===== src/rtl/msr_loop_pkg.sv =====
package msr_loop_pkg;

    localparam int REG_W     = 8;
    localparam int NUM_LINES = 4;
    localparam int LOOP_BIT  = 4;

    typedef enum logic {
        MODE_DIRECT = 1'b0,
        MODE_MIRROR = 1'b1
    } mode_e;

    typedef enum logic {
        DET_ANY  = 1'b0,
        DET_FALL = 1'b1
    } det_e;

    // Per-line maps, line order: clear-to-send, set-ready, ring, carrier
    localparam int unsigned CTRL_BIT  [NUM_LINES] = '{1, 0, 2, 3};
    localparam int unsigned STAT_BIT  [NUM_LINES] = '{4, 5, 6, 7};
    localparam int unsigned DELTA_BIT [NUM_LINES] = '{0, 1, 2, 3};
    localparam det_e        DET_KIND  [NUM_LINES] = '{DET_ANY, DET_ANY, DET_FALL, DET_ANY};

endpackage


===== src/rtl/msr_line_mirror.sv =====
module msr_line_mirror
    import msr_loop_pkg::*;
(
    input  logic [REG_W-1:0]     ctrl_i,
    output logic [NUM_LINES-1:0] line_o
);

    logic unused_ctrl;
    assign unused_ctrl = ^ctrl_i;

    for (genvar g = 0; g < NUM_LINES; g++) begin : g_map
        assign line_o[g] = ctrl_i[CTRL_BIT[g]];
    end

endmodule


===== src/rtl/msr_delta_detect.sv =====
module msr_delta_detect
    import msr_loop_pkg::*;
(
    input  logic [NUM_LINES-1:0] line_new_i,
    input  logic [NUM_LINES-1:0] line_cur_i,
    output logic [NUM_LINES-1:0] delta_o
);

    for (genvar g = 0; g < NUM_LINES; g++) begin : g_det
        if (DET_KIND[g] == DET_FALL) begin : g_fall
            assign delta_o[g] = line_cur_i[g] & ~line_new_i[g];
        end else begin : g_any
            assign delta_o[g] = line_cur_i[g] ^ line_new_i[g];
        end
    end

endmodule


===== src/rtl/msr_loopback_gen.sv =====
module msr_loopback_gen
    import msr_loop_pkg::*;
(
    input  logic             clk,
    input  logic             rst_n,
    input  logic [REG_W-1:0] ctrl_in,
    input  logic             rd_clr,
    output logic [REG_W-1:0] stat_o
);

    mode_e                state_q, state_d;
    logic [REG_W-1:0]     msr_q, msr_d;
    logic [NUM_LINES-1:0] line_new, line_cur, delta_new;

    msr_line_mirror u_mirror (
        .ctrl_i (ctrl_in),
        .line_o (line_new)
    );

    for (genvar g = 0; g < NUM_LINES; g++) begin : g_cur
        assign line_cur[g] = msr_q[STAT_BIT[g]];
    end

    msr_delta_detect u_detect (
        .line_new_i (line_new),
        .line_cur_i (line_cur),
        .delta_o    (delta_new)
    );

    // State transitions: ENTER_LOOP, LEAVE_LOOP, STAY
    always_comb begin
        state_d = state_q;
        unique case (state_q)
            MODE_DIRECT: if (ctrl_in[LOOP_BIT])  state_d = MODE_MIRROR;
            MODE_MIRROR: if (!ctrl_in[LOOP_BIT]) state_d = MODE_DIRECT;
        endcase
    end

    always_ff @(posedge clk or negedge rst_n) begin
        if (!rst_n) state_q <= MODE_DIRECT;
        else        state_q <= state_d;
    end

    // Register contents for each state
    always_comb begin
        msr_d = msr_q;
        unique case (state_q)
            MODE_DIRECT: begin
                if (rd_clr) msr_d = '0;
            end
            MODE_MIRROR: begin
                for (int i = 0; i < NUM_LINES; i++) begin
                    msr_d[STAT_BIT[i]]  = line_new[i];
                    msr_d[DELTA_BIT[i]] = (msr_q[DELTA_BIT[i]] & ~rd_clr) | delta_new[i];
                end
            end
        endcase
    end

    always_ff @(posedge clk or negedge rst_n) begin
        if (!rst_n) msr_q <= '0;
        else        msr_q <= msr_d;
    end

    assign stat_o = msr_q;

    // Checks next to the logic they guard
    a_r7_direct_hold: assert property (@(posedge clk) disable iff (!rst_n)
        (state_q == MODE_DIRECT && !rd_clr) |=> $stable(stat_o));

    a_r6_direct_clear: assert property (@(posedge clk) disable iff (!rst_n)
        (state_q == MODE_DIRECT && rd_clr) |=> (stat_o == '0));

    a_r2_carrier_ring: assert property (@(posedge clk) disable iff (!rst_n)
        (state_q == MODE_MIRROR) |=>
            (stat_o[7] == $past(ctrl_in[3]) && stat_o[6] == $past(ctrl_in[2])));

    a_r3_ready_cts: assert property (@(posedge clk) disable iff (!rst_n)
        (state_q == MODE_MIRROR) |=>
            (stat_o[5] == $past(ctrl_in[0]) && stat_o[4] == $past(ctrl_in[1])));

    a_r4_carrier_delta: assert property (@(posedge clk) disable iff (!rst_n)
        (state_q == MODE_MIRROR && ctrl_in[3] != stat_o[7]) |=> stat_o[3]);

    a_r5_ring_fall: assert property (@(posedge clk) disable iff (!rst_n)
        (state_q == MODE_MIRROR && stat_o[6] && !ctrl_in[2]) |=> stat_o[2]);

    a_r5_ring_no_rise: assert property (@(posedge clk) disable iff (!rst_n)
        ((!stat_o[2] || rd_clr) && !(state_q == MODE_MIRROR && stat_o[6] && !ctrl_in[2]))
            |=> !stat_o[2]);

    a_r6_sticky: assert property (@(posedge clk) disable iff (!rst_n)
        !rd_clr |=> ((stat_o[3:0] & $past(stat_o[3:0])) == $past(stat_o[3:0])));

endmodule


===== config.mk =====
export PLATFORM = sky130hd
export DESIGN_NAME = msr_loopback_gen
export DESIGN_NICKNAME = d
export VERILOG_FILES = /design/src/rtl/msr_loop_pkg.sv /design/src/rtl/msr_line_mirror.sv /design/src/rtl/msr_delta_detect.sv /design/src/rtl/msr_loopback_gen.sv
export SDC_FILE = /design/constraint.sdc
export NUM_CORES = 1
export LEC_CHECK = 0
export BUFFER_PORTS_ARGS = -buffer_cell sky130_fd_sc_hd__buf_4
export CAP_MARGIN = 20
export CORE_AREA = 2 2 39 41
export CTS_CLUSTER_SIZE = 28
export DETAILED_ROUTE_END_ITERATION = 16
export DIE_AREA = 0 0 41 43
export HOLD_SLACK_MARGIN = 0.05
export PLACE_DENSITY_LB_ADDON = 0.1
export SYNTH_ARGS = -nofsm -noshare
export SYNTH_HDL_FRONTEND = slang
export SYNTH_SLANG_ARGS = --single-unit

===== constraint.sdc =====
create_clock -name clk -period 0.85 [get_ports clk]
set_input_delay 0.085 -clock clk [delete_from_list [all_inputs] [get_ports clk]]
set_output_delay 0.085 -clock clk [all_outputs]
set_load 0.005 [all_outputs]

==> metrics.cfg <==
[synth]
synth_compound_gate_area_share_pct = 19.9
synth_top_family_by_area = compound AO/OA/AOI/OAI gates
synth_area_per_cell_um2 = 14.6
yosys.area_share.simple_pct = 4.27
synth_top_cells_by_area = dfrtp_1 64%, a22o_1 17%, xor2_1 7.5%
seq_area_frac_synth_pct = 64.1
synth_top_cell_by_area = dfrtp_1
synth_xor_area_share_pct = 7.47
synth_top_area_share_pct = 64.1
synth_seq_cells = 9
ys_types = 8
synthMuxAreaShare_pct = 0
netlist_instances = 24
synthAdderAreaFrac_pct = 0
ys_warn_count = 0
synth_area_um2 = 352
syn-num-nets = 35

[placement]
portBuffers = 15
pre_cts_ws_ns = -0.0891
gp_congestion = 0.596

[sta]
slew_headroom_pct = 87.5
finalHoldViolCount = 0
setup-tns-final_ns = -0.133
max_freq_ghz = 1.13
worst_pin_slew_ns = 0.188
drv_slew = 0
layout_setup_ws_ns = -0.0354
whs_ns = 0.0704
rsz0062_at_grt = true
period_minus_slack_ns = 0.885
finalClockSkew_ns = 0.00360
setup_viol = 8
finalCritPeriodShare_pct = 104

[clock_tree]
cts.path.max_buffers = 2
cts_sinks = 9
cts.root.buffer_cell = clkbuf_4
h-tree-depth = 1
clk_latency_ns = 0.26
cts_tree = done
numCtsBuffers = 3
clk_pin_slew_ns = 0.06

[cells_and_area]
layout-drive-gt1-share_pct = 52.9
num_antenna_cells = 0
area_growth_pct = 72.2
fill_cells = 132
nets = 63
post-route-util_pct = 43.8
regArea_um2 = 226
multiInputGateArea_um2 = 111

[grt]
grt_antenna_before_repair = 0
grt_max_degree = 10
grt_pass1_wl_um = 1280
grt_overflow = 0
grt.total_usage_pct = 11.2
first_global_vias = 306

[die]
fp.dieW_um = 41
initial_utilization_pct = 25.4
core_um2 = 1380
die-area_um2 = 1760
fp-row-count = 14
io_pins = 19
die_h_um = 43

[detailed_routing]
dr.pass1.iters = 2
ant_nets = 0
via_per_inst = 4.42
dr_total_vias = 296
routed_wl_um = 758
drtIter0Drc = 3
drc = 0
wl_per_cell_um = 11.3

[job]
cap_violations = 0

[hold_path]
hp-class = primary input to register
hold_start = ctrl_in[3]

[power]
power_leakage_nw = 0.302
powerDensity_nw_per_um2 = 1740
power_mw = 1.06
ir_drop_mv = 0.672

[setup_path]
rr_startpoint = stat_o[7]
cp_data_required_time_ns = 0.76
cp_slowest_stage_delay_ns = 0.41
critPathCaptureType = output pin
crit_chain = buf_6
setup.worst_path.start = stat_o[5]
cp-start-kind = register
crit_fanout = 3
slowest_stage = dfrtp_1
critPathTopFamily = flip-flops
arrival_ns = 0.80
crit_type = register to output pin
rrSetupSlack_ns = -0.02
crit_buf_inv = 1

[outcome]
violations = negative setup slack
run_status = finished with violations

[state kept, by name, indices dropped and copies added (netlist names)]
name	flops
state_q	1
stat_o	8
[routing by layer]
| layer | global-route usage, % | wire (um) | vias to the layer above |
|---|---|---|---|
| met5 | 0 | 0 | - |
| met3 | 3.66 | 59 | 2 |
| met1 | 13.6 | 336 | 141 |
| li1 | - | - | 142 |
| met2 | 14.7 | 353 | 11 |
| met4 | 10.0 | 8 | 0 |
[final cells by class]
type | count | area share, %
sequential | 9 | 37.4
timing repair buffer | 24 | 36.0
inverter | 1 | 0.620
clock buffer | 4 | 4.34
multi-input combinational | 13 | 18.4
tap | 16 | 3.31
[power by group]
group / internal (mW) / switching [mW] / total (mW)
sequential: 0.468 / 0.0369 / 0.505
combinational: 0.159 / 0.0659 / 0.225
clock: 0.181 / 0.145 / 0.326
[path summary, 6_finish.rpt]
| kind | endpoint | cells after the start |
|---|---|---|
| worst max-delay path | stat_o[5] | 1 |
| worst min-delay path | stat_o[7] | 2 |
| worst max register to register | stat_o[3] | 2 |
| worst min register to register | stat_o[1] | 1 |
| max in group asynchronous | state_q | 2 |
| min in group asynchronous | stat_o[0] | 2 |
[timing repair]
item / 4_1_cts / 5_1_grt
hold buffers: 3 / 0
buffers inserted: 3 / 3
cloned: 0 / 0
resized for setup: 9 / 0
hold endpoints to repair: 11 / 0
endpoints found under the setup margin: 15 / 15
pin swaps: 2 / 1
[layout by cell type (no fill, tap or decap), drive strengths merged]
| cell type | n |
|---|---|
| buf | 21 |
| dfrtp | 9 |
| a22o | 7 |
| clkbuf | 4 |
| xor2 | 3 |
| dlygate4sd3 | 3 |
| inv | 1 |
| nand2 | 1 |
| o2bb2ai | 1 |
| nor2 | 1 |
[stage by stage]
| step | area, um2 | cells |
|---|---|---|
| 4_1_cts | 583 | 64 |
| 6_report | 606 | 67 |
| 3_3_place_gp | 473 | 54 |
| 5_1_grt | 606 | 67 |
| 3_5_place_dp | 473 | 54 |
| 2_1_floorplan | 352 | 24 |
[kinds of logic (layout without fill, tap and decap cells)]
logic type,Yosys count,in the layout
xor+xnor,3,3
compound gates,8,8
flops,9,9
buf+inv,2,29
simple gates,2,2
[cell usage after synthesis]
cell and instances:
a22o_1 7, xor2_1 3, nand2_1 1, dfrtp_1 9, buf_6 1, inv_2 1
nor2_4 1, o2bb2ai_1 1
(Power assumes the default switching activity.)
